==> src/rtl/awd_pkg.sv <==
package awd_pkg;
  localparam int ADDR_W = 32;
  localparam int PAGE_W = 16;
  localparam int HI_W   = ADDR_W - PAGE_W;
  localparam int TGT_W  = 4;
  localparam int ATTR_W = 8;
  localparam int PAD_W  = ADDR_W - HI_W - ATTR_W - TGT_W - 1;

  typedef struct packed {
    logic [HI_W-1:0]   size;
    logic [ATTR_W-1:0] attr;
    logic [TGT_W-1:0]  tgt;
    logic [PAD_W-1:0]  pad;
    logic              en;
  } win_ctrl_t;

  typedef enum logic [1:0] {
    SEL_CTRL = 2'd0,
    SEL_BASE = 2'd1,
    SEL_RMLO = 2'd2,
    SEL_RMHI = 2'd3
  } reg_sel_e;
endpackage

==> src/rtl/awd_regs.sv <==
module awd_regs
  import awd_pkg::*;
#(
  parameter int NUM_WIN = 8,
  parameter logic [NUM_WIN-1:0] REMAP_WIN = '1,
  localparam int IDX_W = (NUM_WIN > 1) ? $clog2(NUM_WIN) : 1
) (
  input  logic                clk,
  input  logic                rst,
  input  logic                we,
  input  logic [IDX_W-1:0]    win,
  input  logic [1:0]          sel,
  input  logic [ADDR_W-1:0]   wdata,
  output logic [ADDR_W-1:0]   rdata,
  output win_ctrl_t           ctrl    [NUM_WIN],
  output logic [HI_W-1:0]     base_hi [NUM_WIN],
  output logic [HI_W-1:0]     rmap_hi [NUM_WIN],
  output logic [NUM_WIN-1:0]  en_vec
);
  logic [ADDR_W-1:0] rmword [NUM_WIN];
  logic [HI_W-1:0]   rmlo_rd [NUM_WIN];

  for (genvar i = 0; i < NUM_WIN; i++) begin : g_win
    logic hit_w;
    assign hit_w = we && (win == IDX_W'(i));

    always_ff @(posedge clk) begin
      if (rst) begin
        ctrl[i]    <= '0;
        base_hi[i] <= '0;
      end else if (hit_w) begin
        if (sel == SEL_CTRL) ctrl[i] <= win_ctrl_t'(wdata);
        if (sel == SEL_BASE) base_hi[i] <= wdata[ADDR_W-1:PAGE_W];
      end
    end
    assign en_vec[i] = ctrl[i].en;

    if (REMAP_WIN[i]) begin : g_remap
      logic [HI_W-1:0]   lo_q;
      logic [ADDR_W-1:0] hi_q;
      always_ff @(posedge clk) begin
        if (rst) begin
          lo_q <= '0;
          hi_q <= '0;
        end else if (hit_w) begin
          if (sel == SEL_RMLO) lo_q <= wdata[ADDR_W-1:PAGE_W];
          if (sel == SEL_RMHI) hi_q <= wdata;
        end
      end
      assign rmap_hi[i] = lo_q;
      assign rmlo_rd[i] = lo_q;
      assign rmword[i]  = hi_q;
    end else begin : g_plain
      // translation of a plain window reuses its base, so hits pass through
      assign rmap_hi[i] = base_hi[i];
      assign rmlo_rd[i] = '0;
      assign rmword[i]  = '0;
    end
  end

  logic [ADDR_W-1:0] rd_mux;
  always_comb begin
    rd_mux = '0;
    if (int'(win) < NUM_WIN) begin
      case (reg_sel_e'(sel))
        SEL_CTRL: rd_mux = ADDR_W'(ctrl[win]);
        SEL_BASE: rd_mux = {base_hi[win], {PAGE_W{1'b0}}};
        SEL_RMLO: rd_mux = {rmlo_rd[win], {PAGE_W{1'b0}}};
        default:  rd_mux = rmword[win];
      endcase
    end
  end

  always_ff @(posedge clk) begin
    if (rst) rdata <= '0;
    else     rdata <= rd_mux;
  end


  reset_disables_chk: assert property (@(posedge clk) rst |=> (en_vec == '0));

  plain_rmlo_zero_chk: assert property (@(posedge clk) disable iff (rst)
    (sel == SEL_RMLO && int'(win) < NUM_WIN && !REMAP_WIN[win]) |=> (rdata == '0));
endmodule

==> src/rtl/awd_match.sv <==
module awd_match
  import awd_pkg::*;
#(
  parameter int NUM_WIN = 8
) (
  input  logic [HI_W-1:0]    addr_hi,
  input  win_ctrl_t          ctrl    [NUM_WIN],
  input  logic [HI_W-1:0]    base_hi [NUM_WIN],
  input  logic [HI_W-1:0]    rmap_hi [NUM_WIN],
  output logic [NUM_WIN-1:0] hit_vec,
  output logic [HI_W-1:0]    xlat_hi [NUM_WIN]
);
  for (genvar i = 0; i < NUM_WIN; i++) begin : g_cmp
    logic [HI_W-1:0] diff;
    assign diff       = (addr_hi ^ base_hi[i]) & ~ctrl[i].size;
    assign hit_vec[i] = ctrl[i].en && (diff == '0);
    assign xlat_hi[i] = (rmap_hi[i] & ~ctrl[i].size) | (addr_hi & ctrl[i].size);
  end
endmodule

==> src/rtl/awd_prio.sv <==
module awd_prio #(
  parameter int NUM_WIN = 8,
  localparam int IDX_W = (NUM_WIN > 1) ? $clog2(NUM_WIN) : 1
) (
  input  logic [NUM_WIN-1:0] hit_vec,
  output logic               any_hit,
  output logic [IDX_W-1:0]   win_idx
);
  always_comb begin
    any_hit = 1'b0;
    win_idx = '0;
    for (int i = NUM_WIN - 1; i >= 0; i--) begin
      if (hit_vec[i]) begin
        any_hit = 1'b1;
        win_idx = IDX_W'(i);
      end
    end
  end
endmodule

==> src/rtl/addr_win_decoder.sv <==
module addr_win_decoder
  import awd_pkg::*;
#(
  parameter int NUM_WIN = 8,
  parameter logic [NUM_WIN-1:0] REMAP_WIN = 8'h1F,
  localparam int IDX_W = (NUM_WIN > 1) ? $clog2(NUM_WIN) : 1
) (
  input  logic              clk,
  input  logic              rst,
  input  logic              cfg_we,
  input  logic [IDX_W-1:0]  cfg_win,
  input  logic [1:0]        cfg_sel,
  input  logic [ADDR_W-1:0] cfg_wdata,
  output logic [ADDR_W-1:0] cfg_rdata,
  input  logic              lk_valid,
  input  logic [ADDR_W-1:0] lk_addr,
  output logic              rsp_valid,
  output logic              rsp_hit,
  output logic              rsp_nohit,
  output logic [IDX_W-1:0]  rsp_win,
  output logic [TGT_W-1:0]  rsp_tgt,
  output logic [ATTR_W-1:0] rsp_attr,
  output logic [ADDR_W-1:0] rsp_addr
);
  win_ctrl_t          ctrl    [NUM_WIN];
  logic [HI_W-1:0]    base_hi [NUM_WIN];
  logic [HI_W-1:0]    rmap_hi [NUM_WIN];
  logic [HI_W-1:0]    xlat_hi [NUM_WIN];
  logic [NUM_WIN-1:0] en_vec;
  logic [NUM_WIN-1:0] hit_vec;
  logic               any_hit;
  logic [IDX_W-1:0]   win_idx;

  awd_regs #(.NUM_WIN(NUM_WIN), .REMAP_WIN(REMAP_WIN)) u_regs (
    .clk(clk), .rst(rst), .we(cfg_we), .win(cfg_win), .sel(cfg_sel),
    .wdata(cfg_wdata), .rdata(cfg_rdata), .ctrl(ctrl), .base_hi(base_hi),
    .rmap_hi(rmap_hi), .en_vec(en_vec)
  );

  awd_match #(.NUM_WIN(NUM_WIN)) u_match (
    .addr_hi(lk_addr[ADDR_W-1:PAGE_W]), .ctrl(ctrl), .base_hi(base_hi),
    .rmap_hi(rmap_hi), .hit_vec(hit_vec), .xlat_hi(xlat_hi)
  );

  awd_prio #(.NUM_WIN(NUM_WIN)) u_prio (
    .hit_vec(hit_vec), .any_hit(any_hit), .win_idx(win_idx)
  );

  always_ff @(posedge clk) begin
    if (rst) begin
      rsp_valid <= 1'b0;
      rsp_hit   <= 1'b0;
      rsp_nohit <= 1'b0;
      rsp_win   <= '0;
      rsp_tgt   <= '0;
      rsp_attr  <= '0;
      rsp_addr  <= '0;
    end else begin
      rsp_valid <= lk_valid;
      rsp_hit   <= lk_valid && any_hit;
      rsp_nohit <= lk_valid && !any_hit;
      if (lk_valid) begin
        rsp_win  <= any_hit ? win_idx : '0;
        rsp_tgt  <= any_hit ? ctrl[win_idx].tgt : '0;
        rsp_attr <= any_hit ? ctrl[win_idx].attr : '0;
        rsp_addr <= any_hit ? {xlat_hi[win_idx], lk_addr[PAGE_W-1:0]} : lk_addr;
      end
    end
  end


  rsp_follows_req_chk: assert property (@(posedge clk) disable iff (rst)
    lk_valid |=> rsp_valid);

  miss_zero_fields_chk: assert property (@(posedge clk) disable iff (rst)
    rsp_nohit |-> (rsp_tgt == '0 && rsp_attr == '0 && rsp_win == '0 && !rsp_hit));

  miss_passthru_chk: assert property (@(posedge clk) disable iff (rst)
    rsp_nohit |-> (rsp_addr == $past(lk_addr)));

  page_offset_kept_chk: assert property (@(posedge clk) disable iff (rst)
    rsp_valid |-> (rsp_addr[PAGE_W-1:0] == $past(lk_addr[PAGE_W-1:0])));

  winner_hits_chk: assert property (@(posedge clk) disable iff (rst)
    any_hit |-> (hit_vec[win_idx] &&
                 ((hit_vec & ((NUM_WIN'(1) << win_idx) - NUM_WIN'(1))) == '0)));

  disabled_no_hit_chk: assert property (@(posedge clk) disable iff (rst)
    ((hit_vec & ~en_vec) == '0));
endmodule

==> config.mk <==
export PLATFORM = sky130hd
export DESIGN_NAME = addr_win_decoder
export DESIGN_NICKNAME = d
export VERILOG_FILES = /design/src/rtl/awd_pkg.sv /design/src/rtl/awd_regs.sv /design/src/rtl/awd_match.sv /design/src/rtl/awd_prio.sv /design/src/rtl/addr_win_decoder.sv
export SDC_FILE = /design/constraint.sdc
export NUM_CORES = 2
export LEC_CHECK = 0
export ABC_AREA = 1
export BUFFER_PORTS_ARGS = -buffer_cell sky130_fd_sc_hd__buf_2
export CAP_MARGIN = 15
export CORE_ASPECT_RATIO = 1.4
export CORE_MARGIN = 5
export CORE_UTILIZATION = 30
export CTS_CLUSTER_SIZE = 25
export DETAILED_ROUTE_END_ITERATION = 7
export MAX_ROUTING_LAYER = met4
export SLEW_MARGIN = 5
export SYNTH_ARGS = -nofsm -noshare
export SYNTH_HDL_FRONTEND = slang
export SYNTH_SLANG_ARGS = --single-unit
==> constraint.sdc <==
create_clock -name clk -period 2.34 [get_ports clk]
set_clock_uncertainty 0.05 [all_clocks]
set_input_delay 0.468 -clock clk [delete_from_list [all_inputs] [get_ports clk]]
set_output_delay 0.468 -clock clk [all_outputs]
set_load 0.01 [all_outputs]
==> run_results.csv <==
group,metric,value,unit
timing,fmax,386,MHz
layout,area_growth,34.5,%
layout,multiInputGateArea,17100,um2
timing,timing.final.hold_violations,0,
synthesis,synth-edff-count,0,
drt,finalWirelength,170000,um
global_routing,antenna_found_initial,5,
drt,wl_met2,80700,um
flow_run,maxCapViolations,0,
placed_design,dpl-instance-area,41400,um2
floorplanning,core_area,113000,um2
floorplanning,die_w,295,um
layout,drive_gt1_frac,0.237,
setup_path,critPathTopFamily,"simple AND/OR/NAND/NOR gates",
drt,route.detailed.drc,0,
timing,rsz0062_at_grt,"true",
floorplanning,die-area,120000,um2
synthesis,synthCells,4918,
placed_design,place_inst,6834,
floorplanning,initial_utilization,0.301,
synthesis,ys_types,41,
drt,drt-initial-drc-count,3995,
layout,stdcell_count,7031,
cts,clkSinkCount,706,
layout,fillerInstances,11500,
timing,min_period,2.59,ns
global_routing,grt_max_degree,148,
cts,cts_buffer_depth,3,
timing,whs,0.145,ns
timing,tightestPinTransition,0.900,ns
setup_path,worstPathRequired,2.93,ns
global_routing,gr-usage-all-layers,0.277,
drt,wl_per_cell,24.2,um
layout,final_design_area_no_fill,45800,um2
cts,clk_latency,0.69,ns
power_and_ir_drop,p_total,27.9,mW
cts,clock-root-buffer,"clkbuf_16",
setup_path,critical_path_class,"flip-flop to flip-flop",
run_status,violations,"negative setup slack",
timing,slew_violations,0,
drt,dr_total_vias,38300,
floorplanning,ioPinCount,155,
timing,fin_crit_sh,1.11,
placed_design,io_buffer_count,154,
power_and_ir_drop,power_density,610,nW/um2
power_and_ir_drop,irDropWorstVdd,0.509,mV
placed_design,gp_congestion,1.02,
drt,highest_layer,"met4",
cts,clkTransAtPathRegs,0.07,ns
synthesis,yosysSeqAreaShare,0.415,
min_path,hold_class,"input pin to flip-flop",
timing,finalSetupTns,-5.26,ns
synthesis,yosys_warnings,0,
setup_path,cp_max_fo,10,
layout,seq_area,14200,um2
global_routing,grt_pass1_vias,36600,
drt,dr_wl_met3,11200,um
timing,finalSetupViolations,30,
synthesis,synth_nets,4991,
synthesis,synth-seq-cells,706,
setup_path,cpPeakStageDelay,0.33,ns
setup_path,cp-end-kind,"flip-flop",
drt,drt_first_pass_iters,7,
layout,nNetsFinal,5563,
layout,utilization,0.405,
placed_design,hpwl,119000,um
global_routing,overflow,0,
floorplanning,row_count,146,
drt,via_per_inst,5.45,
setup_path,cp_cell_sequence,"inv_4, a21oi_4, o21ai_4, buf_6, nand4_1, nand3b_1, nor2_2, buf_4, nor2_4, a21oi_4, inv_4, buf_12, buf_12, a21oi_2, o21ai_1, nand3_1, nand3_1, nand2_1",
drt,drtAntennaViolNets,0,
synthesis,ys.flop_type,"dfxtp_1",
timing,maxSlewHeadroom,0.393,
floorplanning,die_height,409,um
synthesis,netlist_area,34100,um2
synthesis,avgSynthCellArea,6.93,um2
setup_path,crit_buf_inv,6,
setup_path,crit_arrival,3.18,ns
run_status,status,"complete, but fails checks",
global_routing,grt_pass1_wl,244000,um
cts,cts_tree,"built",
cts,h-tree-depth,3,
drt,wl_met1,60600,um
synthesis,synthArstFlopShare,0,
cts,cts_buffers,78,
timing,fin_ws,-0.253,ns
power_and_ir_drop,p_leak,17.1,nW
setup_path,crit_slowest_cell,"dfxtp_2",
placed_design,dpl_worst_slack,-1.05,ns
setup_path,start_kind,"flip-flop",
==> kinds of logic after synthesis <==
logic type	after synthesis	synth area share
flops	706	0.415
simple gates	1212	0.149
xor+xnor	2	0.000514
buf+inv	996	0.117
compound gates	2002	0.319
==> cells in the mapped netlist, types with 10 or more instances <==
| library cell | instances | share of area |
|---|---|---|
| buf_2 | 32 | 0.0047 |
| nand2_1 | 714 | 0.079 |
| a22o_1 | 16 | 0.0041 |
| a21oi_1 | 763 | 0.11 |
| o21ai_1 | 46 | 0.0068 |
| o22ai_1 | 177 | 0.033 |
| o2111ai_1 | 16 | 0.0041 |
| o21ai_0 | 850 | 0.12 |
| o311ai_0 | 37 | 0.0095 |
| buf_1 | 20 | 0.0022 |
| a41oi_1 | 10 | 0.0026 |
| inv_1 | 540 | 0.059 |
| nand3_1 | 328 | 0.048 |
| nand4_1 | 15 | 0.0028 |
| nor2_1 | 130 | 0.014 |
| clkbuf_1 | 340 | 0.037 |
| a22oi_1 | 11 | 0.0024 |
| buf_6 | 15 | 0.0050 |
| o211ai_2 | 11 | 0.0040 |
| dfxtp_1 | 706 | 0.41 |
| inv_2 | 20 | 0.0022 |
| a221oi_1 | 30 | 0.0077 |
| buf_4 | 21 | 0.0046 |
| o211ai_1 | 26 | 0.0057 |
==> metal layers <==
| layer | GRT usage | vias to the layer above |
|---|---|---|
| met2 | 0.452 | 1823 |
| met5 | - | - |
| met1 | 0.295 | 17900 |
| met4 | 0.228 | 0 |
| li1 | - | 17900 |
| met3 | 0.0432 | 677 |
==> power breakdown <==
group,leakage [nW],switching (mW),internal (mW)
logic,10.1,1.97,0.982
registers,5.72,0.104,12.2
clock network,1.25,5.66,7.03
total,17.1,7.73,20.2
==> flip-flops by register name (all words and copies together), names as in the netlist <==
| register | flops |
|---|---|
| u_regs.ctrl | 256 |
| u_regs.g_win.g_remap.hi_q | 160 |
| u_regs.base_hi | 128 |
| u_regs.g_win.g_remap.lo_q | 80 |
| rsp_addr | 32 |
| u_regs.rdata | 32 |
| rsp_attr | 8 |
| rsp_tgt | 4 |
| rsp_win | 3 |
| rsp_hit | 1 |
| rsp_nohit | 1 |
| rsp_valid | 1 |
==> repair_timing <==
item	in CTS	in global routing
buffers inserted	23	3
endpoints found under the setup margin	34	34
hold buffers	16	0
gates cloned	11	6
pin swaps	41	67
resized for setup	135	188
endpoints found under the hold margin	16	0
==> final timing paths <==
kind / end / from / slack [ns] / cells after the start
max: rsp_attr[4] / u_regs.base_hi[85] / -0.25 / 18
min: u_regs.ctrl[45] / cfg_wdata[13] / 0.14 / 3
max reg2reg: rsp_attr[4] / u_regs.base_hi[85] / -0.25 / 18
min reg2reg: u_regs.g_win[1].g_remap.hi_q[4] / u_regs.g_win[1].g_remap.hi_q[4] / 0.40 / 2
==> final cells by class <==
class	instances	area share
flip-flops and latches	706	0.309
diodes	4	0.000218
well taps	1480	0.0404
clock inverters	31	0.00808
repair buffers	918	0.176
clock buffers	106	0.0473
multi-input cells	3218	0.372
inverters	568	0.0472
==> placed cells by master (no fill, tap or decap), types with 18 or more instances in the layout <==
master     instances
a21oi_1          743
a21oi_2           18
a221oi_1          30
buf_12            92
buf_2            153
buf_4            629
clkbuf_16         83
clkinv_2          18
dfxtp_1          685
dfxtp_2           20
inv_1            521
inv_2             34
nand2_1          650
nand2_2           47
nand2_4           22
nand3_1          260
nand3_2           62
nor2_1           104
nor2_2            19
o211ai_1          26
o21ai_0          825
o21ai_1           57
o22ai_1          176
o311ai_0          33
==> worst register-to-register path: stages, from the launching register on <==
cell,delay (ns)
dfxtp_2,0.33
inv_4,0.07
a21oi_4,0.06
o21ai_4,0.08
buf_6,0.14
nand4_1,0.19
nand3b_1,0.25
nor2_2,0.13
buf_4,0.14
nor2_4,0.04
a21oi_4,0.20
inv_4,0.10
buf_12,0.18
buf_12,0.17
a21oi_2,0.10
o21ai_1,0.08
nand3_1,0.09
nand3_1,0.08
nand2_1,0.06
(Power assumes the default switching activity.)
